## config.mk

```make
export PLATFORM = sky130hd
export DESIGN_NAME = ser_addsub_acc
export DESIGN_NICKNAME = d
export VERILOG_FILES = /design/src/rtl/ser_acc_pkg.sv /design/src/rtl/ser_shreg.sv /design/src/rtl/ser_bit_stage.sv /design/src/rtl/ser_seq_ctrl.sv /design/src/rtl/ser_addsub_acc.sv
export SDC_FILE = /design/constraint.sdc
export NUM_CORES = 1
export LEC_CHECK = 0
export BUFFER_PORTS_ARGS = -buffer_cell sky130_fd_sc_hd__buf_2
export CAP_MARGIN = 20
export CELL_PAD_IN_SITES_DETAIL_PLACEMENT = 1
export CELL_PAD_IN_SITES_GLOBAL_PLACEMENT = 1
export CORE_UTILIZATION = 33
export CTS_CLUSTER_DIAMETER = 50
export DETAILED_ROUTE_END_ITERATION = 16
export PLACE_DENSITY = 0.74
export RECOVER_POWER = 100
export SYNTH_ARGS = -nofsm -noshare
export SYNTH_HDL_FRONTEND = slang
export SYNTH_HIERARCHICAL = 1
export SYNTH_SLANG_ARGS = --single-unit
export TNS_END_PERCENT = 50
```

## constraint.sdc

```tcl
create_clock -name clk -period 1.5 [get_ports clk]
set_clock_uncertainty 0.15 [all_clocks]
set_input_delay 0.3 -clock clk [delete_from_list [all_inputs] [get_ports clk]]
set_output_delay 0.3 -clock clk [all_outputs]
set_load 0.05 [all_outputs]
```

## src/rtl/ser_acc_pkg.sv

```systemverilog
package ser_acc_pkg;

    localparam int unsigned ACC_W_DEF = 4;

    typedef enum logic {
        OP_ADD = 1'b0,
        OP_SUB = 1'b1
    } op_mode_e;

    typedef enum logic {
        SQ_IDLE = 1'b0,
        SQ_RUN  = 1'b1
    } seq_state_e;

    typedef struct packed {
        logic sum;
        logic cout;
    } bit_res_t;

    // One bit time: the operand bit is inverted for subtraction.
    function automatic bit_res_t serial_fa(logic a, logic b, logic cin, op_mode_e m);
        bit_res_t r;
        logic     bx;
        bx     = b ^ (m == OP_SUB);
        r.sum  = a ^ bx ^ cin;
        r.cout = (a & bx) | (a & cin) | (bx & cin);
        return r;
    endfunction

    // Carry value at the start of a pass.
    function automatic logic carry_seed(op_mode_e m, logic keep, logic held);
        return keep ? held : (m == OP_SUB);
    endfunction

endpackage

```

## src/rtl/ser_shreg.sv

```systemverilog
module ser_shreg #(
    parameter int unsigned W = 4
) (
    input  logic         clk,
    input  logic         rst,
    input  logic         load,
    input  logic [W-1:0] load_val,
    input  logic         shift,
    input  logic         ser_in,
    output logic [W-1:0] q
);
    logic [W-1:0] q_r;

    always_ff @(posedge clk) begin
        if (rst) begin
            q_r <= '0;
        end else if (load) begin
            q_r <= load_val;
        end else if (shift) begin
            q_r <= {ser_in, q_r[W-1:1]};
        end
    end

    assign q = q_r;
endmodule

```

## src/rtl/ser_bit_stage.sv

```systemverilog
module ser_bit_stage
    import ser_acc_pkg::*;
(
    input  logic     a_bit,
    input  logic     b_bit,
    input  logic     cin,
    input  op_mode_e op,
    output bit_res_t res
);
    always_comb begin
        res = serial_fa(a_bit, b_bit, cin, op);
    end
endmodule

```

## src/rtl/ser_seq_ctrl.sv

```systemverilog
module ser_seq_ctrl
    import ser_acc_pkg::*;
#(
    parameter int unsigned W = 4
) (
    input  logic clk,
    input  logic rst,
    input  logic go,
    output logic busy,
    output logic done
);
    localparam int unsigned CNT_W = (W > 1) ? $clog2(W) : 1;
    localparam logic [CNT_W-1:0] LAST_IDX = CNT_W'(W - 1);

    seq_state_e       state_q;
    logic [CNT_W-1:0] cnt_q;
    logic             done_q;
    logic             last;

    assign last = (cnt_q == LAST_IDX);

    always_ff @(posedge clk) begin
        if (rst) begin
            state_q <= SQ_IDLE;
            cnt_q   <= '0;
            done_q  <= 1'b0;
        end else begin
            done_q <= 1'b0;
            case (state_q)
                SQ_IDLE: begin
                    if (go) begin
                        state_q <= SQ_RUN;
                        cnt_q   <= '0;
                    end
                end
                SQ_RUN: begin
                    cnt_q <= cnt_q + CNT_W'(1);
                    if (last) begin
                        state_q <= SQ_IDLE;
                        done_q  <= 1'b1;
                    end
                end
                default: state_q <= SQ_IDLE;
            endcase
        end
    end

    assign busy = (state_q == SQ_RUN);
    assign done = done_q;
endmodule

```

## src/rtl/ser_addsub_acc.sv

```systemverilog
module ser_addsub_acc
    import ser_acc_pkg::*;
#(
    parameter int unsigned W = ACC_W_DEF
) (
    input  logic         clk,
    input  logic         rst,
    input  logic         mode,
    input  logic         chain,
    input  logic         load_a,
    input  logic         load_b,
    input  logic [W-1:0] a_in,
    input  logic [W-1:0] b_in,
    input  logic         start,
    output logic [W-1:0] acc,
    output logic         carry,
    output logic         busy,
    output logic         done
);
    logic         busy_w;
    logic         go;
    logic         ld_a;
    logic         ld_b;
    logic [W-1:0] a_q;
    logic [W-1:0] b_q;
    logic         carry_q;
    op_mode_e     op_q;
    bit_res_t     step;

    assign ld_a = load_a & ~busy_w;
    assign ld_b = load_b & ~busy_w;
    assign go   = start & ~busy_w & ~load_a & ~load_b;

    ser_seq_ctrl #(.W(W)) u_ctrl (
        .clk  (clk),
        .rst  (rst),
        .go   (go),
        .busy (busy_w),
        .done (done)
    );

    ser_bit_stage u_stage (
        .a_bit (a_q[0]),
        .b_bit (b_q[0]),
        .cin   (carry_q),
        .op    (op_q),
        .res   (step)
    );

    // Accumulator: the sum bit enters at the top.
    ser_shreg #(.W(W)) u_areg (
        .clk      (clk),
        .rst      (rst),
        .load     (ld_a),
        .load_val (a_in),
        .shift    (busy_w),
        .ser_in   (step.sum),
        .q        (a_q)
    );

    // Operand: rotates, so it is intact after W shifts.
    ser_shreg #(.W(W)) u_breg (
        .clk      (clk),
        .rst      (rst),
        .load     (ld_b),
        .load_val (b_in),
        .shift    (busy_w),
        .ser_in   (b_q[0]),
        .q        (b_q)
    );

    always_ff @(posedge clk) begin
        if (rst) begin
            op_q    <= OP_ADD;
            carry_q <= 1'b0;
        end else if (go) begin
            op_q    <= op_mode_e'(mode);
            carry_q <= carry_seed(op_mode_e'(mode), chain, carry_q);
        end else if (busy_w) begin
            carry_q <= step.cout;
        end
    end

    assign acc   = a_q;
    assign carry = carry_q;
    assign busy  = busy_w;
endmodule

```

* Word-level counts from Yosys, hierarchy flattened
Index checks and enable logic that the tools add are counted.
** Word-level totals
- Memory bits (read-only) :: 0
- Bits in registers :: 14
- Word-level logic and storage cells :: 45
- Input bits :: 15
- RAM bits :: 0
- Bits in latches :: 0
- Output and inout bits :: 7
- Memories :: 0
** Operators by class
- Bitwise logic cells :: 16
- Add/sub/neg operators :: 1
- Order comparisons :: 0
- Equality and inequality tests :: 3
- Mux-type cells :: 13
- Reductions and logical operators :: 5
- $mul :: 0
- Shift operators :: 0
- Divide/modulo/power cells :: 0
** Operators with widths (count)
- 2-to-1 mux 4 bit :: 4
- bitwise AND 1 bit :: 8
- 2-to-1 mux 1 bit :: 6
- nonzero test 2 bit :: 3
- inequality test 2 bit, second input constant :: 2
- case mux 2 bit (2 select lines) :: 1
- inverter 1 bit :: 3
- bitwise XOR 1 bit :: 3
- adder 2 x 1 -> 2 bit, second input constant :: 1
- equality test 2 bit, second input constant :: 1
- 2-to-1 mux 2 bit :: 1
- bitwise OR 1 bit :: 2
- case mux 1 bit (2 select lines) :: 1
- AND reduction 2 bit :: 1
- OR reduction 2 bit :: 1

* Depth between registers and ports, before layout
- Word-level depth :: 6
- Gate-level depth with buffers :: 6
- Mapped depth without buffers :: 6

* By module
The synthesis kept the hierarchy.
** Modules (own cells, without submodules)
- ser_shreg :: cells each 18, sequential area each 80.1 µm², area each 190.2 µm², instances 2
- ser_seq_ctrl :: cells each 16, sequential area each 80.1 µm², area each 171.4 µm², instances 1
- ser_addsub_acc :: cells each 13, sequential area each 40.0 µm², area each 131.4 µm², instances 1
- ser_bit_stage :: cells each 6, sequential area each 0.0 µm², area each 43.8 µm², instances 1

* Least setup slack after synthesis
Ideal clock, no wire load.
- Kind :: reg-to-reg
- Start point :: register u_areg.q_r[0] (netlist: u_areg/q[0])
- End point :: register u_areg.q_r[3] (netlist: u_areg/q[3])
- Path slack :: -0.289 ns
- Cell stages (with the launch flop) :: 6
- Period minus slack after synthesis :: 1.789 ns
- Arrival :: 1.553 ns
- Path buffers :: 0
- Setup time :: 0.086 ns
- Required time :: 1.264 ns
- Cell sequence :: dfxtp_1 -> inv_1 -> fa_1 -> inv_1 -> mux2i_1 -> a211oi_1
** RTL lines
- start, declared :: RTL line ser_shreg.sv:12 : logic [W-1:0] q_r;
- start signal, assigned :: RTL line ser_shreg.sv:18 : q_r <= load_val;
- start signal, assigned :: RTL line ser_shreg.sv:20 : q_r <= {ser_in, q_r[W-1:1]};

==> impl_metrics.env <==
export IMPL_gp_congestion=0.7107
export IMPL_cts_tree="built"
export IMPL_setup_tns_ns=-0.002534
export IMPL_drc=0
export IMPL_synth_edff_count=0
export IMPL_wl_per_cell_um=12.27
export IMPL_synth_seq_area_share_pct=38.55
export IMPL_async_flop_share_pct=0
export IMPL_core_um2=2022
export IMPL_final_hold_viol_count=0
export IMPL_path_max_fanout=2
export IMPL_synthTopCellsByArea="dfxtp_1 (39%), mux2i_1 (12%), a211oi_1 (8.3%)"
export IMPL_power_leakage_nw=0.3993
export IMPL_num_antenna_cells=0
export IMPL_n_fill_cell=246
export IMPL_fin_crit_sh_pct=100.2
export IMPL_crit_required_ns=1.55
export IMPL_area_delta_synth_final_pct=26.68
export IMPL_synth_nets=89
export IMPL_clock_path_buffers=2
export IMPL_syn_area_um2=726.9
export IMPL_ys_ff_latch=14
export IMPL_register_area_um2=291.5
export IMPL_arrival_ns=1.55
export IMPL_rsz0062_at_grt="true"
export IMPL_pre_cts_ws_ns=-0.02095
export IMPL_layout_nets=116
export IMPL_antenna_found_initial=0
export IMPL_synth_cell_type_count=20
export IMPL_synth_most_common_cell="dfxtp_1"
export IMPL_outcome="finished, violations left"
export IMPL_gr_usage_met3_pct=3.427
export IMPL_endpoint_kind="flop"
export IMPL_grt_pass1_wl_mm=2.711
export IMPL_multi_input_area_um2=402.9
export IMPL_syn_instance_count=71
export IMPL_ctsHtreeMaxLevel=1
export IMPL_met2_usage_pct=22.22
export IMPL_ys_warnings_count=6
export IMPL_grt_busiest_layer="met2"
export IMPL_cts_sinks=14
export IMPL_drv_cap=0
export IMPL_drtIter0Drc=3
export IMPL_setup_slack_ns=-0.002534
export IMPL_die_area_um2=2395
export IMPL_powerDensity_nw_per_um2=955.5
export IMPL_vias=581
export IMPL_drt_total_wl_mm=1.521
export IMPL_cts_buffers=3
export IMPL_violations="negative setup slack"
export IMPL_worst_pin_slew_ns=0.3390
export IMPL_hpwl_mm=1.125
export IMPL_die_h_um=48.94
export IMPL_yosysTopAreaCell="dfxtp_1"
export IMPL_cp_slowest_cell="fa_1"
export IMPL_hold_path_class="in2reg"
export IMPL_grt_max_degree=16
export IMPL_io_pins=22
export IMPL_fmax_ghz=0.6655
export IMPL_startpoint_type="flop"
export IMPL_first_pass_iters=2
export IMPL_cts_root_buf="clkbuf_4"
export IMPL_final_instance_count_excl_fill=124
export IMPL_syn_avg_cell_area_um2=10.24
export IMPL_die_w_um=48.94
export IMPL_drive_gt1_share_pct=37.11
export IMPL_synth_top_area_share_pct=38.55
export IMPL_grt_pass1_vias=615
export IMPL_num_rows=16
export IMPL_use_met1_pct=19.73
export IMPL_initial_core_util_pct=35.95
export IMPL_ir_worst_vdd_uv=381.1
export IMPL_vias_per_cell=4.685
export IMPL_place_inst=120
export IMPL_relSlewSlack_pct=77.31
export IMPL_gr_total_overflow=0
export IMPL_slew_violations=0
export IMPL_postRouteAntennaNets=0
export IMPL_slowest_delay_ns=0.42
export IMPL_clkLatencyLatePin_ns=0.28
export IMPL_grt_use_total_pct=15.01
export IMPL_crit_path_cell_trace="xnor2_2, fa_1, inv_1, mux2i_1, a211oi_1"
export IMPL_io_buffers=21
export IMPL_ys_top_cells_by_count="dfxtp_1 (14), mux2i_1 (9), a211oi_1 (8), nor2b_1 (8), inv_1 (7)"
export IMPL_setup_viol=1
export IMPL_min_period_ns=1.503
export IMPL_critical_path_class="reg2reg"
export IMPL_synth_main_ff_cell="dfxtp_1"
export IMPL_path_clk_slew_ns=0.09
cells in the final DEF, fill, tap and decap left out, drive strengths merged, types with 4 or more instances in the layout:
cell type,n
buf,19
dfxtp,14
a21oi,4
mux2i,9
nor2b,8
inv,7
a211oi,8
clkbuf,9
stage by stage:
stage / total power, mW / hold slack (ns) / cell area (µm²) / util (%)
4_1_cts: 0.8951 / 0.1264 / 923.4 / 45.67
3_3_place_gp: 0.6112 / 0.3498 / 874.6 / 43.25
3_5_place_dp: 0.6171 / 0.3747 / 874.6 / 43.25
2_1_floorplan: 0.5574 / 0.2117 / 735.7 / -
6_report: 0.8799 / 0.1339 / 920.9 / 45.54
5_1_grt: 0.9295 / 0.1398 / 920.9 / 45.54
layer usage:
layer / part of all wire (%) / vias up
li1: - / 301
met1: 50 / 258
met4: 2.0 / 0
met2: 44 / 18
met5: 0 / -
met3: 4.5 / 4
layout make-up:
type	count	share of cell area (%)
multi-input cells	48	43.75
flip-flops and latches	14	31.66
repair buffers	24	14.13
clock buffers	4	3.940
well taps	27	3.668
inverters	7	2.853
state kept, by name (all words and copies together), names as in the netlist:
register,count
u_ctrl/cnt_q,2
op_q,1
u_ctrl/busy,1
u_breg/q,4
u_ctrl/done,1
carry,1
u_areg/q,4
final timing paths:
kind                            startpoint  depth (start not counted)     endpoint  slack, ns
worst min-delay path                  mode                          3         op_q       0.13
worst min register to register       carry                          1        carry       0.39
worst max register to register        op_q                          5  u_areg/q[3]     -0.003
worst max-delay path                  op_q                          5  u_areg/q[3]     -0.003
power by group:
group          internal (mW)  switching (mW)  total [mW]
registers              0.398          0.0233       0.421
logic                 0.0786           0.111       0.189
clock network          0.148           0.122       0.269
kinds of logic after synthesis:
| kind of cell | share of synthesized area [%] |
|---|---|
| compound gates | 12.56 |
| simple gates | 22.38 |
| xor+xnor | 1.205 |
| mux | 12.39 |
| buf+inv | 6.713 |
| fa+ha+maj | 6.196 |
| flops | 38.55 |
what timing repair did:
item | in CTS | in global routing
setup endpoints to repair | 2 | 3
resized for setup | 4 | 1
pin swaps | 3 | 3
hold buffers | 0 | 0
buffers inserted | 0 | 0
worst max-delay path, delay by kind of cell (launching register included):
kind | cells | cell delay, ns
buffers and inverters | 1 | 0.07
AO/OA/AOI/OAI | 1 | 0.22
flip-flops | 1 | 0.34
XOR/XNOR | 1 | 0.15
adder cells (fa/ha/maj) | 1 | 0.42
multiplexers | 1 | 0.06
Note: power is estimated with default switching activity, not from simulation.
